**src/rtl/evt_timer16_pkg.sv**
```systemverilog
package evt_timer16_pkg;

  localparam logic [1:0] ADDR_CTRL  = 2'd0;
  localparam logic [1:0] ADDR_CMP_A = 2'd1;
  localparam logic [1:0] ADDR_CMP_B = 2'd2;
  localparam logic [1:0] ADDR_COUNT = 2'd3;

  typedef enum logic [1:0] {
    EDGE_FALL  = 2'b00,
    EDGE_RISE  = 2'b01,
    EDGE_BOTH  = 2'b10,
    EDGE_BOTHX = 2'b11
  } edge_sel_e;

  // counter advances or responds to events only outside 00x
  function automatic logic mode_running(input logic [2:0] m);
    return m[2:1] != 2'b00;
  endfunction

  function automatic logic mode_edge_clear(input logic [2:0] m);
    return m[2:1] == 2'b10;
  endfunction

  function automatic logic mode_match_clear(input logic [2:0] m);
    return m[2:1] == 2'b11;
  endfunction

  function automatic logic mode_edge_toggle(input logic [2:0] m);
    return mode_running(m) && m[0];
  endfunction

  // wrap counts as overflow in free-run, or in clear modes when compare A is all ones
  function automatic logic mode_ovf_allowed(input logic [2:0] m, input logic cmp_a_full);
    return (m[2:1] == 2'b01) || (m[2] && cmp_a_full);
  endfunction

  function automatic logic edge_hit(input logic [1:0] sel, input logic cur, input logic prev);
    logic hit;
    if (sel[1])      hit = cur ^ prev;
    else if (sel[0]) hit = cur & ~prev;
    else             hit = ~cur & prev;
    return hit;
  endfunction

endpackage

```
**src/rtl/evt_sync_edge.sv**
```systemverilog
module evt_sync_edge
  import evt_timer16_pkg::*;
#(
  parameter int STAGES = 2
) (
  input  logic       clk,
  input  logic       rst_n,
  input  logic       evt_in,
  input  logic [1:0] edge_sel,
  output logic       evt_valid
);

  // STAGES synchronizer flops followed by one history flop
  logic [STAGES:0] chain;

  always_ff @(posedge clk) begin
    if (!rst_n) chain <= '0;
    else        chain <= {chain[STAGES-1:0], evt_in};
  end

  assign evt_valid = edge_hit(edge_sel, chain[STAGES-1], chain[STAGES]);

endmodule

```
**src/rtl/tmr_regs.sv**
```systemverilog
module tmr_regs
  import evt_timer16_pkg::*;
#(
  parameter int W = 16
) (
  input  logic         clk,
  input  logic         rst_n,
  input  logic         reg_wr,
  input  logic [1:0]   reg_addr,
  input  logic [W-1:0] reg_wdata,
  input  logic         ovf_set,
  input  logic [W-1:0] count,
  output logic [2:0]   mode,
  output logic [1:0]   edge_sel,
  output logic [W-1:0] cmp_a,
  output logic [W-1:0] cmp_b,
  output logic         ovf_flag,
  output logic [W-1:0] reg_rdata
);

  localparam int PAD = W - 8;

  logic ctrl_wr, mode_accept;

  assign ctrl_wr     = reg_wr && (reg_addr == ADDR_CTRL);
  assign mode_accept = !mode_running(mode) || (reg_wdata[2:0] == 3'b000);

  always_ff @(posedge clk) begin
    if (!rst_n) begin
      mode     <= 3'b000;
      edge_sel <= EDGE_FALL;
      cmp_a    <= '0;
      cmp_b    <= '0;
      ovf_flag <= 1'b0;
    end else begin
      if (ctrl_wr) begin
        ovf_flag <= reg_wdata[7];
        if (mode_accept) begin
          mode     <= reg_wdata[2:0];
          edge_sel <= reg_wdata[5:4];
        end
      end
      if (reg_wr && reg_addr == ADDR_CMP_A) cmp_a <= reg_wdata;
      if (reg_wr && reg_addr == ADDR_CMP_B) cmp_b <= reg_wdata;
      if (ovf_set) ovf_flag <= 1'b1;
    end
  end

  always_comb begin
    unique case (reg_addr)
      ADDR_CTRL:  reg_rdata = {{PAD{1'b0}}, ovf_flag, 1'b0, edge_sel, 1'b0, mode};
      ADDR_CMP_A: reg_rdata = cmp_a;
      ADDR_CMP_B: reg_rdata = cmp_b;
      default:    reg_rdata = count;
    endcase
  end

endmodule

```
**src/rtl/tmr_core.sv**
```systemverilog
module tmr_core
  import evt_timer16_pkg::*;
#(
  parameter int W = 16
) (
  input  logic         clk,
  input  logic         rst_n,
  input  logic         cnt_en,
  input  logic         evt_valid,
  input  logic [2:0]   mode,
  input  logic [W-1:0] cmp_a,
  input  logic [W-1:0] cmp_b,
  output logic [W-1:0] count,
  output logic         match_a,
  output logic         match_b,
  output logic         edge_clear,
  output logic         ovf_set,
  output logic         tmr_out,
  output logic         irq
);

  logic running, at_top, toggle;
  logic [W-1:0] count_nx;

  assign running    = mode_running(mode);
  assign match_a    = running && cnt_en && (count == cmp_a);
  assign match_b    = running && cnt_en && (count == cmp_b);
  assign edge_clear = mode_edge_clear(mode) && evt_valid;
  assign at_top     = &count;
  assign ovf_set    = running && cnt_en && at_top && !edge_clear
                      && mode_ovf_allowed(mode, &cmp_a);
  assign toggle     = match_a || match_b || (mode_edge_toggle(mode) && evt_valid);

  always_comb begin
    if (!running)                             count_nx = '0;
    else if (edge_clear)                      count_nx = '0;
    else if (match_a && mode_match_clear(mode)) count_nx = '0;
    else if (cnt_en)                          count_nx = count + 1'b1;
    else                                      count_nx = count;
  end

  always_ff @(posedge clk) begin
    if (!rst_n) begin
      count   <= '0;
      tmr_out <= 1'b0;
      irq     <= 1'b0;
    end else begin
      count   <= count_nx;
      tmr_out <= tmr_out ^ toggle;
      irq     <= match_a || match_b;
    end
  end

endmodule

```
**src/rtl/evt_timer16.sv**
```systemverilog
module evt_timer16
  import evt_timer16_pkg::*;
#(
  parameter int W        = 16,
  parameter int SYNC_LEN = 2
) (
  input  logic         clk,
  input  logic         rst_n,
  input  logic         cnt_en,
  input  logic         evt_in,
  input  logic         reg_wr,
  input  logic [1:0]   reg_addr,
  input  logic [W-1:0] reg_wdata,
  output logic [W-1:0] reg_rdata,
  output logic         tmr_out,
  output logic         irq
);

  logic [2:0]   mode;
  logic [1:0]   edge_sel;
  logic [W-1:0] cmp_a, cmp_b, count;
  logic         ovf_flag, ovf_set, evt_valid;
  logic         match_a, match_b, edge_clear;

  evt_sync_edge #(.STAGES(SYNC_LEN)) u_edge (
    .clk(clk), .rst_n(rst_n), .evt_in(evt_in),
    .edge_sel(edge_sel), .evt_valid(evt_valid)
  );

  tmr_regs #(.W(W)) u_regs (
    .clk(clk), .rst_n(rst_n), .reg_wr(reg_wr), .reg_addr(reg_addr),
    .reg_wdata(reg_wdata), .ovf_set(ovf_set), .count(count),
    .mode(mode), .edge_sel(edge_sel), .cmp_a(cmp_a), .cmp_b(cmp_b),
    .ovf_flag(ovf_flag), .reg_rdata(reg_rdata)
  );

  tmr_core #(.W(W)) u_core (
    .clk(clk), .rst_n(rst_n), .cnt_en(cnt_en), .evt_valid(evt_valid),
    .mode(mode), .cmp_a(cmp_a), .cmp_b(cmp_b), .count(count),
    .match_a(match_a), .match_b(match_b), .edge_clear(edge_clear),
    .ovf_set(ovf_set), .tmr_out(tmr_out), .irq(irq)
  );

endmodule

```
**config.mk**
```make
export PLATFORM = sky130hd
export DESIGN_NAME = evt_timer16
export DESIGN_NICKNAME = d
export VERILOG_FILES = /design/src/rtl/evt_timer16_pkg.sv /design/src/rtl/evt_sync_edge.sv /design/src/rtl/tmr_regs.sv /design/src/rtl/tmr_core.sv /design/src/rtl/evt_timer16.sv
export SDC_FILE = /design/constraint.sdc
export NUM_CORES = 1
export LEC_CHECK = 0
export BUFFER_PORTS_ARGS = -buffer_cell sky130_fd_sc_hd__buf_2
export CAP_MARGIN = 20
export CORE_MARGIN = 5
export CORE_UTILIZATION = 30
export DETAILED_ROUTE_END_ITERATION = 8
export GPL_TIMING_DRIVEN = 1
export HOLD_SLACK_MARGIN = 0.12
export MAX_ROUTING_LAYER = met4
export PLACE_DENSITY = 0.52
export SLEW_MARGIN = 25
export SYNTH_ARGS = -nofsm -noshare
export SYNTH_HDL_FRONTEND = slang
export SYNTH_HIERARCHICAL = 1
export SYNTH_SLANG_ARGS = --single-unit
```
**constraint.sdc**
```tcl
create_clock -name clk -period 2.64 [get_ports clk]
set_clock_uncertainty 0.2 [all_clocks]
set_input_delay 0.264 -clock clk [delete_from_list [all_inputs] [get_ports clk]]
set_output_delay 0.264 -clock clk [all_outputs]
set_load 0.05 [all_outputs]
```
==> impl_metrics.yaml <==
outcome:
  status: "finished, final reports clean"
logic_synthesis:
  syn-num-nets: 403
  ys.warnings.count: 6
  synth_area_um2: 3462
  synthCells: 377
  syn_avg_cell_area_um2: 9.183
pwr:
  p_seq_frac: 0.368
  power_density_nw_per_um2: 602.3
  combinationalPowerShare: 0.095
  switchingPower_w: 0.0005790
  p_clk_frac: 0.537
  power.leakage_nw: 1.746
  p_int_w: 0.001988
  total_power_w: 0.002567
  ir_worst_vdd_mv: 0.3216
  netSwitchingFraction: 0.2256
placed_design:
  dpl.cell_count: 543
  port_buffers: 40
  gp_congestion: 0.8811
  dp_hpwl_um: 7162
cts:
  cts.repair.resized: 0
  clockBufferDepth: 2
  cts_hold_buf: 19
  htreeDepth: 3
  clk_pin_slew_ns: 0.05
  clock_latency_ns: 0.34
  numCtsBuffers: 9
  cts_tree: "built"
  clock_sinks: 59
  cts_setup_buffers: 0
  cts_root_buffer: "clkbuf_16"
setup_path:
  end_kind: "flop"
  critPathArrivalTime_ns: 2.15
  reg2reg_to: "u_core/count[1]$_SDFFE_PP0P_"
  worstSetupPathType: "reg -> reg"
  crit_path_start_kind: "flop"
  worstSetupStartpoint: "u_core/count[7]$_SDFFE_PP0P_"
  rrSetupSlack_ns: 0.48
  r2r_cells: 6
  worstPathRequired_ns: 2.63
  worst-path-max-fanout: 16
  crit-reg2reg-launch: "u_core/count[7]$_SDFFE_PP0P_"
sta:
  fmax_ghz: 0.4637
  slew-limit-headroom: 0.5709
  finalCritPeriodShare: 0.8170
  worstMarginPinSlew_ns: 0.6437
  rsz0062_at_grt: "false"
  report.final.slew_viol_count: 0
  layout_min_cycle_time_ns: 2.157
  hold_viol_final: 0
  setup_viol_count_final: 0
  setup_tns_ns: 0
route:
  num_vias: 2912
  wire_per_inst_um: 16.82
  drt_iter0_drc: 131
  wl_met2_um: 4583
  wirelength_um: 9705
  dr.max_layer_used: "met4"
  dr.pass1.iters: 5
  wl_met1_um: 4463
  wl_met3_um: 424
  viasPerCell: 5.047
  drc: 0
  antenna_left: 0
final_layout:
  antenna_cells: 0
  final_cell_count_no_fill: 577
  drive_gt1_frac: 0.2028
  area_growth_pct: 23.09
  fillCellCount: 1146
  nets: 456
  final_core_util: 0.3748
die:
  coreArea_um2: 11370
  die_w_um: 117.4
  die_area_um2: 13790
  io-pin-count: 41
  die_h_um: 117.4
  start_util: 0.3045
  row_count: 39
grt:
  antenna_found_initial: 0
  grt_first_pass_wirelength_um: 15590
  grt_overflow_total: 0
  grt_max_degree: 47
  grt_use_total: 0.1450
  grt_pass1_vias: 2893
min_path:
  worstHoldPathType: "reg -> reg"
  holdPathStages: 1
  hold_start: "u_edge/chain[0]$_SDFF_PN0_"
  holdPathEnd: "u_edge/chain[1]$_SDFF_PN0_"
run:
  cap_violations: 0
[critical path, cell delays in order, from the launching register on]
cell     delay (ns)
dfxtp_1        0.51
xor2_1         0.17
nor4_1         0.35
nand4_1        0.24
nor3_4         0.21
buf_4          0.24
nor3_1         0.08
[stage by stage]
| step | setup WS (ns) | hold WS (ns) | cell area (µm²) |
|---|---|---|---|
| 6_report | 0.4832 | 0.2390 | 4262 |
| 5_1_grt | 0.3214 | 0.2646 | 4262 |
| 4_1_cts | 0.4811 | 0.2440 | 4262 |
| 3_5_place_dp | 0.5422 | 0.2313 | 3721 |
| 3_3_place_gp | 0.5677 | 0.2162 | 3721 |
| 2_1_floorplan | 0.7582 | 0.1818 | 3462 |
[placed cells by master (no fill, tap or decap), types with 3 or more instances in the layout]
cell type / n
nand2_1: 85
dfxtp_1: 59
buf_2: 40
xor2_1: 29
nor3_1: 21
dlygate4sd3_1: 19
xnor2_1: 18
a21boi_1: 12
a21boi_0: 12
nand4_1: 11
mux2_4: 10
a22o_1: 10
clkbuf_16: 9
buf_4: 8
nand3_1: 8
mux2i_1: 8
a21boi_2: 8
nor2_1: 7
nor4_1: 5
mux4_1: 5
and3_1: 4
and2_1: 4
bufinv_16: 3
inv_1: 3
and3b_1: 3
nor2b_1: 3
ha_1: 3
[worst max path at each step]
stage / endpoint / slack (ns) / cells after the start
after global placement: reg_rdata[14] / 0.57 / 5
after CTS: u_regs/ovf_flag$_SDFFE_PN0P_ / 0.48 / 8
after floorplan: u_core/count[10]$_SDFFE_PP0P_ / 0.76 / 7
after detailed placement: reg_rdata[13] / 0.54 / 5
final: u_core/count[1]$_SDFFE_PP0P_ / 0.48 / 6
after global routing: u_core/count[1]$_SDFFE_PP0P_ / 0.32 / 6
[final cells by class]
type / count / area [µm²] / share of cell area
Clock inverter: 4 / 97.59 / 0.02290
Inverter: 3 / 11.26 / 0.002642
Clock buffer: 11 / 252.7 / 0.05931
Tap cell: 143 / 178.9 / 0.04198
Multi-Input combinational cell: 290 / 2090 / 0.4903
Timing Repair Buffer: 67 / 450.4 / 0.1057
Sequential cell: 59 / 1181 / 0.2772
[layer usage]
| metal | GRT usage | vias to the layer above |
|---|---|---|
| met4 | 0.07542 | 0 |
| li1 | - | 1425 |
| met1 | 0.1866 | 1404 |
| met5 | - | - |
| met3 | 0.01877 | 18 |
| met2 | 0.2224 | 65 |
[flip-flops by register name, summed over array words and instances, names as in the netlist]
register / cells
u_regs/cmp_b: 16
u_core/count: 16
u_regs/ovf_flag: 1
u_regs/cmp_a: 16
u_regs/edge_sel: 2
u_core/tmr_out: 1
u_edge/chain: 3
u_regs/mode: 3
u_core/irq: 1
[power groups by stage]
stage	combinational, W	clock (W)	sequential (W)
3_3_place_gp	0.000220	0	0.000961
6_report	0.000244	0.00138	0.000943
3_5_place_dp	0.000222	0	0.000962
4_1_cts	0.000244	0.00140	0.000943
5_1_grt	0.000264	0.00143	0.000946
2_1_floorplan	0.000162	0	0.000954
Power figures use the tool's default switching activity.
